## config.mk

```make
export PLATFORM = sky130hd
export DESIGN_NAME = core_window_arbiter
export DESIGN_NICKNAME = d
export VERILOG_FILES = /design/src/rtl/cwa_pkg.sv /design/src/rtl/cwa_win_codec.sv /design/src/rtl/cwa_wait_timer.sv /design/src/rtl/cwa_retry_count.sv /design/src/rtl/core_window_arbiter.sv
export SDC_FILE = /design/constraint.sdc
export NUM_CORES = 1
export LEC_CHECK = 0
export ABC_CLOCK_PERIOD_IN_PS = 5100
export BUFFER_PORTS_ARGS = -buffer_cell sky130_fd_sc_hd__buf_2
export CORE_ASPECT_RATIO = 1.5
export CORE_MARGIN = 2
export CORE_UTILIZATION = 49
export DETAILED_ROUTE_END_ITERATION = 8
export HOLD_SLACK_MARGIN = 0.15
export PLACE_DENSITY = 0.87
export SYNTH_ARGS = -nofsm -noshare
export SYNTH_HDL_FRONTEND = slang
export SYNTH_SLANG_ARGS = --single-unit
```

## constraint.sdc

```tcl
create_clock -name clk -period 5.1 [get_ports clk]
set_clock_uncertainty 0.05 [all_clocks]
set_input_delay 1.53 -clock clk [delete_from_list [all_inputs] [get_ports clk]]
set_output_delay 1.53 -clock clk [all_outputs]
set_load 0.01 [all_outputs]
```

## src/rtl/cwa_pkg.sv

```systemverilog
package cwa_pkg;

  typedef enum logic [1:0] {
    SZ_BYTE = 2'd0,
    SZ_HALF = 2'd1,
    SZ_WORD = 2'd2
  } acc_size_e;

  typedef enum logic [2:0] {
    ST_IDLE,
    ST_WIN_WR,
    ST_WIN_CHK,
    ST_WAIT,
    ST_ISSUE,
    ST_CAPT,
    ST_RESP
  } arb_state_e;

  // Ones covering the access width; codes above 2 are treated as full word
  function automatic logic [31:0] lane_ones(input logic [1:0] sz);
    logic [31:0] m;
    case (sz)
      SZ_BYTE: m = 32'h0000_00FF;
      SZ_HALF: m = 32'h0000_FFFF;
      default: m = 32'hFFFF_FFFF;
    endcase
    return m;
  endfunction

endpackage

```

## src/rtl/cwa_win_codec.sv

```systemverilog
// Converts a core index to a window base and decodes the window read-back
module cwa_win_codec #(
  parameter int          ADDR_W    = 32,
  parameter int          IDX_W     = 2,
  parameter int unsigned ENUM_BASE = 32'h1800_0000,
  parameter int unsigned CORE_SPAN = 32'h0000_1000
) (
  input  logic [IDX_W-1:0]  tgt_idx,
  input  logic [ADDR_W-1:0] rb_value,
  output logic [ADDR_W-1:0] base_addr,
  output logic              rb_match
);

  localparam logic [ADDR_W-1:0] BASE_V  = ADDR_W'(ENUM_BASE);
  localparam logic [ADDR_W-1:0] SPAN_V  = ADDR_W'(CORE_SPAN);
  localparam bit                SPAN_P2 = ((CORE_SPAN & (CORE_SPAN - 1)) == 0);
  localparam int                SPAN_SH = $clog2(CORE_SPAN);

  logic [ADDR_W-1:0] tgt_ext;
  logic [ADDR_W-1:0] diff;
  logic [ADDR_W-1:0] quot;
  logic              below;

  assign tgt_ext   = ADDR_W'(tgt_idx);
  assign base_addr = BASE_V + tgt_ext * SPAN_V;
  assign below     = (rb_value < BASE_V);
  assign diff      = rb_value - BASE_V;

  generate
    if (SPAN_P2) begin : g_shift
      assign quot = diff >> SPAN_SH;
    end else begin : g_divide
      assign quot = diff / SPAN_V;
    end
  endgenerate

  assign rb_match = !below && (quot == tgt_ext);

endmodule

```

## src/rtl/cwa_wait_timer.sv

```systemverilog
// Counts the settle delay between window writes while enabled
module cwa_wait_timer #(
  parameter int CLK_MHZ = 125,
  parameter int WAIT_US = 10
) (
  input  logic clk,
  input  logic rst_n,
  input  logic run,
  output logic done
);

  localparam int WAIT_CYC = (CLK_MHZ * WAIT_US < 1) ? 1 : CLK_MHZ * WAIT_US;
  localparam int CNT_W    = (WAIT_CYC < 2) ? 1 : $clog2(WAIT_CYC);

  logic [CNT_W-1:0] cnt_q;
  logic [CNT_W-1:0] cnt_d;

  assign done = run && (cnt_q == CNT_W'(WAIT_CYC - 1));

  always_comb begin
    if (!run || done) begin
      cnt_d = '0;
    end else begin
      cnt_d = cnt_q + 1'b1;
    end
  end

  always_ff @(posedge clk or negedge rst_n) begin
    if (!rst_n) begin
      cnt_q <= '0;
    end else begin
      cnt_q <= cnt_d;
    end
  end

endmodule

```

## src/rtl/cwa_retry_count.sv

```systemverilog
// Tracks failed verify attempts of one request and flags the give-up point
module cwa_retry_count #(
  parameter int MAX_RETRY = 2
) (
  input  logic clk,
  input  logic rst_n,
  input  logic clr,
  input  logic inc,
  output logic give_up
);

  localparam int RC_W = $clog2(MAX_RETRY + 3);

  logic [RC_W-1:0] cnt_q;
  logic [RC_W-1:0] cnt_d;
  logic            cnt_en;

  assign give_up = (cnt_q > RC_W'(MAX_RETRY));
  assign cnt_en  = clr || inc;

  always_comb begin
    if (clr) begin
      cnt_d = '0;
    end else begin
      cnt_d = cnt_q + 1'b1;
    end
  end

  always_ff @(posedge clk or negedge rst_n) begin
    if (!rst_n) begin
      cnt_q <= '0;
    end else if (cnt_en) begin
      cnt_q <= cnt_d;
    end
  end

endmodule

```

## src/rtl/core_window_arbiter.sv

```systemverilog
module core_window_arbiter #(
  parameter int          NCORES    = 4,
  parameter int          ADDR_W    = 32,
  parameter int          OFF_W     = 12,
  parameter int unsigned ENUM_BASE = 32'h1800_0000,
  parameter int unsigned CORE_SPAN = 32'h0000_1000,
  parameter int          MAX_RETRY = 2,
  parameter int          CLK_MHZ   = 125,
  parameter int          WAIT_US   = 10,
  localparam int         IDX_W     = (NCORES > 1) ? $clog2(NCORES) : 1
) (
  input  logic              clk,
  input  logic              rst_n,
  input  logic              req_valid,
  output logic              req_ready,
  input  logic [IDX_W-1:0]  req_core,
  input  logic [OFF_W-1:0]  req_offset,
  input  logic [1:0]        req_size,
  input  logic              req_write,
  input  logic [31:0]       req_wdata,
  output logic              rsp_valid,
  output logic [31:0]       rsp_rdata,
  output logic              rsp_err,
  input  logic              bus_pwr_ok,
  output logic              win_wr_en,
  output logic [ADDR_W-1:0] win_wr_data,
  input  logic [ADDR_W-1:0] win_rd_data,
  output logic              bus_req,
  output logic              bus_write,
  output logic [1:0]        bus_size,
  output logic [OFF_W-1:0]  bus_offset,
  output logic [31:0]       bus_wdata,
  input  logic [31:0]       bus_rdata
);

  import cwa_pkg::*;

  // Reset: asserted asynchronously, released on a clock edge
  logic [1:0] rst_sync_q;
  logic       rst_i_n;

  always_ff @(posedge clk or negedge rst_n) begin
    if (!rst_n) begin
      rst_sync_q <= 2'b00;
    end else begin
      rst_sync_q <= {rst_sync_q[0], 1'b1};
    end
  end

  assign rst_i_n = rst_sync_q[1];

  // State and captured request
  arb_state_e       st_q, st_d;
  logic [IDX_W-1:0] cur_idx_q;
  logic [OFF_W-1:0] cur_off_q;
  logic [1:0]       cur_size_q;
  logic             cur_we_q;
  logic [31:0]      cur_wdata_q;
  logic             map_vld_q;
  logic [IDX_W-1:0] map_idx_q;
  logic [31:0]      rsp_data_q, rsp_data_d;
  logic             rsp_err_q, rsp_err_d;

  logic ld_req, ld_rsp, map_set, map_clr, rc_clr, rc_inc;
  logic hit, win_match, give_up, wait_run, wait_done;

  assign hit = map_vld_q && (map_idx_q == req_core);

  cwa_win_codec #(
    .ADDR_W    (ADDR_W),
    .IDX_W     (IDX_W),
    .ENUM_BASE (ENUM_BASE),
    .CORE_SPAN (CORE_SPAN)
  ) u_codec (
    .tgt_idx   (cur_idx_q),
    .rb_value  (win_rd_data),
    .base_addr (win_wr_data),
    .rb_match  (win_match)
  );

  assign wait_run = (st_q == ST_WAIT);

  cwa_wait_timer #(
    .CLK_MHZ (CLK_MHZ),
    .WAIT_US (WAIT_US)
  ) u_wait (
    .clk   (clk),
    .rst_n (rst_i_n),
    .run   (wait_run),
    .done  (wait_done)
  );

  cwa_retry_count #(
    .MAX_RETRY (MAX_RETRY)
  ) u_retry (
    .clk     (clk),
    .rst_n   (rst_i_n),
    .clr     (rc_clr),
    .inc     (rc_inc),
    .give_up (give_up)
  );

  // Next-state and datapath control
  always_comb begin
    st_d       = st_q;
    ld_req     = 1'b0;
    ld_rsp     = 1'b0;
    rsp_data_d = '0;
    rsp_err_d  = 1'b0;
    map_set    = 1'b0;
    map_clr    = 1'b0;
    rc_clr     = 1'b0;
    rc_inc     = 1'b0;
    case (st_q)
      ST_IDLE: begin
        if (req_valid) begin
          ld_req = 1'b1;
          rc_clr = 1'b1;
          if (!bus_pwr_ok) begin
            ld_rsp     = 1'b1;
            rsp_err_d  = 1'b1;
            rsp_data_d = req_write ? 32'h0 : lane_ones(req_size);
            st_d       = ST_RESP;
          end else if (hit) begin
            st_d = ST_ISSUE;
          end else begin
            st_d = ST_WIN_WR;
          end
        end
      end
      ST_WIN_WR: st_d = ST_WIN_CHK;
      ST_WIN_CHK: begin
        if (win_match) begin
          map_set = 1'b1;
          st_d    = ST_ISSUE;
        end else if (give_up) begin
          map_clr    = 1'b1;
          ld_rsp     = 1'b1;
          rsp_err_d  = 1'b1;
          rsp_data_d = cur_we_q ? 32'h0 : lane_ones(cur_size_q);
          st_d       = ST_RESP;
        end else begin
          rc_inc = 1'b1;
          st_d   = ST_WAIT;
        end
      end
      ST_WAIT: begin
        if (wait_done) begin
          st_d = ST_WIN_WR;
        end
      end
      ST_ISSUE: st_d = ST_CAPT;
      ST_CAPT: begin
        ld_rsp     = 1'b1;
        rsp_data_d = cur_we_q ? 32'h0 : (bus_rdata & lane_ones(cur_size_q));
        st_d       = ST_RESP;
      end
      ST_RESP: st_d = ST_IDLE;
      default: st_d = ST_IDLE;
    endcase
  end

  // Registers
  always_ff @(posedge clk or negedge rst_i_n) begin
    if (!rst_i_n) begin
      st_q <= ST_IDLE;
    end else begin
      st_q <= st_d;
    end
  end

  always_ff @(posedge clk or negedge rst_i_n) begin
    if (!rst_i_n) begin
      cur_idx_q   <= '0;
      cur_off_q   <= '0;
      cur_size_q  <= '0;
      cur_we_q    <= 1'b0;
      cur_wdata_q <= '0;
    end else if (ld_req) begin
      cur_idx_q   <= req_core;
      cur_off_q   <= req_offset;
      cur_size_q  <= req_size;
      cur_we_q    <= req_write;
      cur_wdata_q <= req_wdata;
    end
  end

  always_ff @(posedge clk or negedge rst_i_n) begin
    if (!rst_i_n) begin
      map_vld_q <= 1'b0;
      map_idx_q <= '0;
    end else if (map_set) begin
      map_vld_q <= 1'b1;
      map_idx_q <= cur_idx_q;
    end else if (map_clr) begin
      map_vld_q <= 1'b0;
    end
  end

  always_ff @(posedge clk or negedge rst_i_n) begin
    if (!rst_i_n) begin
      rsp_data_q <= '0;
      rsp_err_q  <= 1'b0;
    end else if (ld_rsp) begin
      rsp_data_q <= rsp_data_d;
      rsp_err_q  <= rsp_err_d;
    end
  end

  // Outputs
  assign req_ready  = (st_q == ST_IDLE);
  assign rsp_valid  = (st_q == ST_RESP);
  assign rsp_rdata  = rsp_data_q;
  assign rsp_err    = rsp_err_q;
  assign win_wr_en  = (st_q == ST_WIN_WR);
  assign bus_req    = (st_q == ST_ISSUE);
  assign bus_write  = cur_we_q;
  assign bus_size   = cur_size_q;
  assign bus_offset = cur_off_q;
  assign bus_wdata  = cur_wdata_q;

endmodule

```

==> run summary, run 1 <==
status: finished clean
CTS tree: built
post-synth cell types: 45
Crit path max-delay family: simple AND/OR/NAND/NOR gates
Post-synth EDFFs: 0
sequential power share: 0.413
Critical Path Source Type: primary input
power density cells: 568.0 mW/mm2
Total Power: 3.309 mW
R2R setup slack: 2.55 ns
ANT cells: 0
combinational share of power: 0.367
count of input and output buffers: 190
Mapped Cells: 452
Mean Syn Cell Area: 10.16 um2
grt total ovfl: 0
hold-fix buffers at CTS: 0
Crit Path Class: in -> reg
Post-synth top flop: dfrtp_1
via count: 3852
Final nets: 754
clk sink count: 104
Clock power frac: 0.219
unrepaired setup endpoints after global routing: no
first-pass detailed-route iteration total: 4
slew margin rel.: 0.3157
clk buf depth: 2
Crit. End Element: flop
Net Switching: 1.185 mW
Fmax achieved: 261.7 MHz
highest-delay cell along the critical path: or4_1
Max-cap violations: 0
fin. max-slew vios: 0
final core occ: 0.6332
Leak: 3.167 nW
asr flop ratio synth: 1.000
crit-path cells: buf_2 > ha_1 > nor4_1 > nand4_1 > or4_1 > a21oi_4 > a221o_1
Tmin final: 3.821 ns
Post-CTS Setup Bufs: 0
Switching Share: 0.3581
P_int: 2.124 mW
crit path DAT: 4.04 ns
DR iter-0 viols: 205
area of the die: 0.01018 mm2
Finished Cell Area: 0.005826 mm2
Routed WL: 10.79 mm
# DRC: 0
Avg Vias per Cell: 5.143
antenna violations before repair: 0
Buf+Inv Stages, Crit Path: 1
CP required: 5.31 ns
Area growth, synth to finish: 26.83%
Reg2Reg Launch Point: cur_idx_q[0]
hold crit path type: reg -> async
Post-Syn Area: 0.004593 mm2
row count: 43
Initial Utilization: 0.4993
Setup TNS Final: 0 ns
die width: 83.05 um
H-tree depth: 3
worst r2r dst: rsp_rdata[15]
endpoints failing hold: 0
Placed Area: 0.005503 mm2
Crit path largest cell delay: 0.72 ns
Finish-stage setup viols: 0
number of global-route vias before repair: 3740
GRT Total Usage: 0.2123
FF+latch count, synth: 104
share of layout cells above drive strength 1: 0.3454
post-synth top area share: 0.5666
part of the cycle the worst path needs: 0.7492
top cells by area, synth: dfrtp_1 (57%), nand2_1 (12%), a221o_1 (7.2%), buf_4 (5.4%), xor2_1 (1.7%)
Num CTS Buffers: 9
actual slew at the worst max-slew pin: 1.020 ns
placed wire-length estimate: 7.991 mm
Yosys warnings: 0
I/O pin cnt: 233
crit-path max FO: 32
global-route wire length before repair: 17.49 mm
later-pin clock latency in the skew report: 0.34 ns
cell taking the most area after synthesis: dfrtp_1
CTS clock-pin slew for the worst setup and hold paths: 0.07 ns
VDD IR max: 0.3199 mV
largest net degree at the start of global routing: 56
global placement routability congestion: 0.8663
Core Region: 0.009200 mm2
R2R depth: 5
Die Height: 122.6 um
ANT nets after route: 0
register area share after synthesis: 0.5666
root buf cell: clkbuf_16
Wirelength per Cell: 14.41 um
post-CTS resize count: 0
## stage by stage
| step | cells | hold WS (ns) | setup slack [ns] |
|---|---|---|---|
| floorplan | 481 | 0.2812 | 1.737 |
| global placement | 733 | 0.2868 | 1.031 |
| detailed placement | 733 | 0.3030 | 0.9685 |
| CTS | 749 | 0.3192 | 1.298 |
| global route | 749 | 0.3227 | 1.139 |
| finish | 749 | 0.2947 | 1.279 |
## how the worst max path moves through the flow
stage               startpoint            end  slack, ns  cells past startpoint
2_1_floorplan  win_rd_data[27]  rsp_rdata[10]       1.74                      8
3_3_place_gp   win_rd_data[27]  rsp_rdata[27]       1.03                      7
3_5_place_dp   win_rd_data[27]  rsp_rdata[15]       0.97                      7
4_1_cts        win_rd_data[27]  rsp_rdata[15]       1.30                      7
5_1_grt        win_rd_data[27]  rsp_rdata[21]       1.14                      7
6_report       win_rd_data[27]  rsp_rdata[15]       1.28                      7
## synthesized netlist by cell type (all sizes together) (2+ instances only)
cell	number
a21oi	8
a221o	33
and2	3
and3	3
buf	37
clkbuf	17
conb	2
dfrtp	104
ha	5
inv	5
mux2	2
nand2	150
nand2b	3
nand3	5
nand4	3
nor2	17
nor2b	3
nor3	3
nor3b	5
nor4	4
nor4b	4
o21ai	5
o31ai	2
or4b	2
xnor2	6
xor2	9
## metal layers
metal / track usage / wire (um)
met5: 0 / 0
met4: 0.09734 / 221
met3: 0.03833 / 710
met2: 0.3705 / 5619
met1: 0.2566 / 4240
## cells in the final DEF (no fill, tap or decap), types with 2 or more instances in the layout
cell	n
clkbuf_16	9
o21ai_0	5
nor3_1	3
nor2b_1	3
a21oi_1	7
a221o_1	33
inv_1	5
buf_4	4
bufinv_16	2
nand4_1	3
mux2_2	2
nor2_1	17
nor3b_2	2
ha_1	5
nand3_1	5
dfrtp_1	103
xor2_1	9
clkinvlp_4	2
conb_1	31
xnor2_1	6
nor4_1	3
nand2_1	150
and3_1	3
nor4b_1	3
and2_1	3
buf_2	190
nand2b_1	3
nor3b_1	3
or4b_2	2
## area by class of cell
type                            instances  area [um2]
Timing Repair Buffer                  194       980.9
Clock buffer                           11       242.7
Clock inverter                          5       80.08
Inverter                                5       18.77
Fill cell                             761        3374
Multi-Input combinational cell        318        1757
Sequential cell                       104        2606
Tap cell                              112       140.1
## state kept, by name, summed over array words and instances, names as in the netlist, 3 cells and up
signal and count:
bus_wdata 32, bus_offset 12, st_q 3, u_wait.cnt_q 11
u_retry.cnt_q 3, rsp_rdata 32
## power groups by stage
| stage | clock network, mW | logic, mW | registers [mW] |
|---|---|---|---|
| 2_1_floorplan | 0 | 0.662 | 1.47 |
| 3_3_place_gp | 0 | 1.18 | 1.36 |
| 3_5_place_dp | 0 | 1.23 | 1.38 |
| 4_1_cts | 0.745 | 1.24 | 1.37 |
| 5_1_grt | 0.781 | 1.35 | 1.41 |
| 6_report | 0.725 | 1.22 | 1.37 |
## cells by family (layout without fill, tap and decap cells)
kind of cell    after synthesis  in the layout  synth area share
compound gates               57             57            0.1084
simple gates                208            208            0.2002
other cells                   2             31          0.001635
xor+xnor                     15             15           0.02860
fa+ha+maj                     5              5           0.01362
buf+inv                      59            215           0.07600
mux                           2              2          0.004903
flops                       104            104            0.5666
(Power assumes the default switching activity.)
==> run 2: changes to the inputs <==
--- a/config.mk
+++ b/config.mk
@@ -5,14 +5,14 @@
 export SDC_FILE = /design/constraint.sdc
 export NUM_CORES = 1
 export LEC_CHECK = 0
-export ABC_CLOCK_PERIOD_IN_PS = 5100
+export ABC_CLOCK_PERIOD_IN_PS = 3800
 export BUFFER_PORTS_ARGS = -buffer_cell sky130_fd_sc_hd__buf_2
 export CORE_ASPECT_RATIO = 1.5
 export CORE_MARGIN = 2
-export CORE_UTILIZATION = 49
+export CORE_UTILIZATION = 46
 export DETAILED_ROUTE_END_ITERATION = 8
 export HOLD_SLACK_MARGIN = 0.15
-export PLACE_DENSITY = 0.87
+export PLACE_DENSITY = 0.83
 export SYNTH_ARGS = -nofsm -noshare
 export SYNTH_HDL_FRONTEND = slang
 export SYNTH_SLANG_ARGS = --single-unit
==> constraint.sdc (replaced) <==
create_clock -name clk -period 3.8 [get_ports clk]
set_clock_uncertainty 0.05 [all_clocks]
set_input_delay 1.14 -clock clk [delete_from_list [all_inputs] [get_ports clk]]
set_output_delay 1.14 -clock clk [all_outputs]
set_load 0.01 [all_outputs]
==> run summary, run 2 (synthesis gave the netlist of run 1 again) <==
status: finished clean
Crit Path Class: in -> reg
Wirelength per Cell: 14.65 um
hold crit path type: reg -> reg
Leak: 3.150 nW
met1 GRT Util: 0.2406
part of the cycle the worst path needs: 0.8333
commonest non-fill, non-tap cell in the layout: buf_2
row count: 44
Layout Cells excl Fill: 753
die width: 85.59 um
CTS tree: built
Total Power: 4.325 mW
Post-CTS Setup Bufs: 0
antenna violations before repair: 0
Fmax achieved: 315.8 MHz
area of the die: 0.01082 mm2
highest-delay cell along the critical path: or4_1
Switching Share: 0.3702
Reg2Reg Launch Point: st_q[1]
unrepaired setup endpoints after global routing: no
number of global-route vias before repair: 3866
first-pass detailed-route iteration total: 4
hold-fix buffers at CTS: 0
crit path DAT: 3.39 ns
count of input and output buffers: 190
later-pin clock latency in the skew report: 0.35 ns
crit-path max FO: 32
ANT nets after route: 0
ANT cells: 0
Num CTS Buffers: 9
DR iter-0 viols: 192
final core occ: 0.5967
post-CTS resize count: 0
Setup TNS Final: 0 ns
endpoints failing hold: 0
clk buf depth: 2
dpl cells: 737
Die Height: 126.4 um
GR Util met3: 0.04424
fin. max-slew vios: 0
final worst slack: 0.6334 ns
WP depth: 8
Routed WL: 11.04 mm
worst r2r dst: rsp_rdata[23]
Crit. End Element: flop
CTS clock-pin slew for the worst setup and hold paths: 0.06 ns
largest net degree at the start of global routing: 87
Tmin final: 3.167 ns
global-route wire length before repair: 18.24 mm
Core Region: 0.009689 mm2
global placement routability congestion: 0.9003
Clock power frac: 0.195
Buf+Inv Stages, Crit Path: 2
Avg Vias per Cell: 5.186
VDD IR max: 0.6058 mV
Finished Cell Area: 0.005782 mm2
combinational share of power: 0.378
# DRC: 0
Worst Setup SP: win_rd_data[27]
share of layout cells above drive strength 1: 0.3433
actual slew at the worst max-slew pin: 1.088 ns
pre-CTS WS: 0.2977 ns
Area growth, synth to finish: 25.88%
Crit path largest cell delay: 0.71 ns
R2R depth: 5
placed wire-length estimate: 8.095 mm
crit-path cells: buf_2 > ha_1 > nor4_1 > nand4_1 > or4_1 > a21oi_4 > buf_4 > a221o_1
Final nets: 755
root buf cell: clkbuf_16
global routing's busiest layer: met2
Finish-stage setup viols: 0
Net Switching: 1.601 mW
power density cells: 748.0 mW/mm2
most frequent cells in the layout: buf_2 (190), nand2_1 (150), dfrtp_1 (103), a221o_1 (33), conb_1 (31)
via count: 3905
Crit path max-delay family: simple AND/OR/NAND/NOR gates
sequential power share: 0.427
I/O pin cnt: 233
GRT Total Usage: 0.2098
clk sink count: 104
Placed Area: 0.005514 mm2
grt total ovfl: 0
H-tree depth: 3
Initial Utilization: 0.4740
Critical Path Source Type: primary input
R2R setup slack: 1.18 ns
Critical Path End: rsp_rdata[23]
hold_ws: 0.3080 ns
Max-cap violations: 0
slew margin rel.: 0.2701
met2 Use GR: 0.3713
P_int: 2.724 mW
CP required: 4.02 ns
[run 2: changes by cell type in the layout (fill, tap and decap cells not counted)]
| cell | before | now |
|---|---|---|
| bufinv_16 | 2 | 0 |
| clkbuf_1 | 1 | 3 |
| buf_4 | 4 | 5 |
| clkinvlp_4 | 2 | 1 |
| clkinv_2 | 1 | 2 |
[run 2: power by group through the flow]
stage | registers [mW] | logic (mW) | clock network [mW]
after global routing | 1.91 | 1.83 | 0.901
after global placement | 1.83 | 1.59 | 0
after CTS | 1.85 | 1.66 | 0.864
final | 1.85 | 1.63 | 0.842
after floorplan | 1.97 | 0.889 | 0
after detailed placement | 1.86 | 1.65 | 0
[run 2: worst reg2reg max path: stages (launching register included)]
cell      delay [ns]
dfrtp_1         0.62
nor3b_2         0.30
o21a_1          0.30
nand2b_1        0.16
o31ai_2         0.88
a221o_1         0.24
[run 2: layout make-up]
type,count,area (um2)
clock inverters,3,17.52
well taps,115,143.9
multi-input cells,318,1757
inverters,5,18.77
flip-flops and latches,104,2606
clock buffers,13,250.2
repair buffers,195,988.4
fillers,860,3908
[run 2: how the worst min path moves through the flow]
stage | from | to | slack [ns] | cells past startpoint
after global routing | rst_sync_q[0] | rst_sync_q[1] | 0.32 | 0
final | rst_sync_q[0] | rst_sync_q[1] | 0.31 | 0
after floorplan | rst_sync_q[0] | rst_sync_q[1] | 0.28 | 0
after global placement | rst_sync_q[0] | rst_sync_q[1] | 0.29 | 0
after CTS | rst_sync_q[0] | rst_sync_q[1] | 0.31 | 0
after detailed placement | rst_sync_q[0] | rst_sync_q[1] | 0.30 | 0
[run 2: per-layer routing]
layer / share of wire / up-vias
met4: 0.026 / 0
li1: - / 1837
met3: 0.054 / 26
met1: 0.38 / 1903
met5: 0 / -
met2: 0.54 / 139
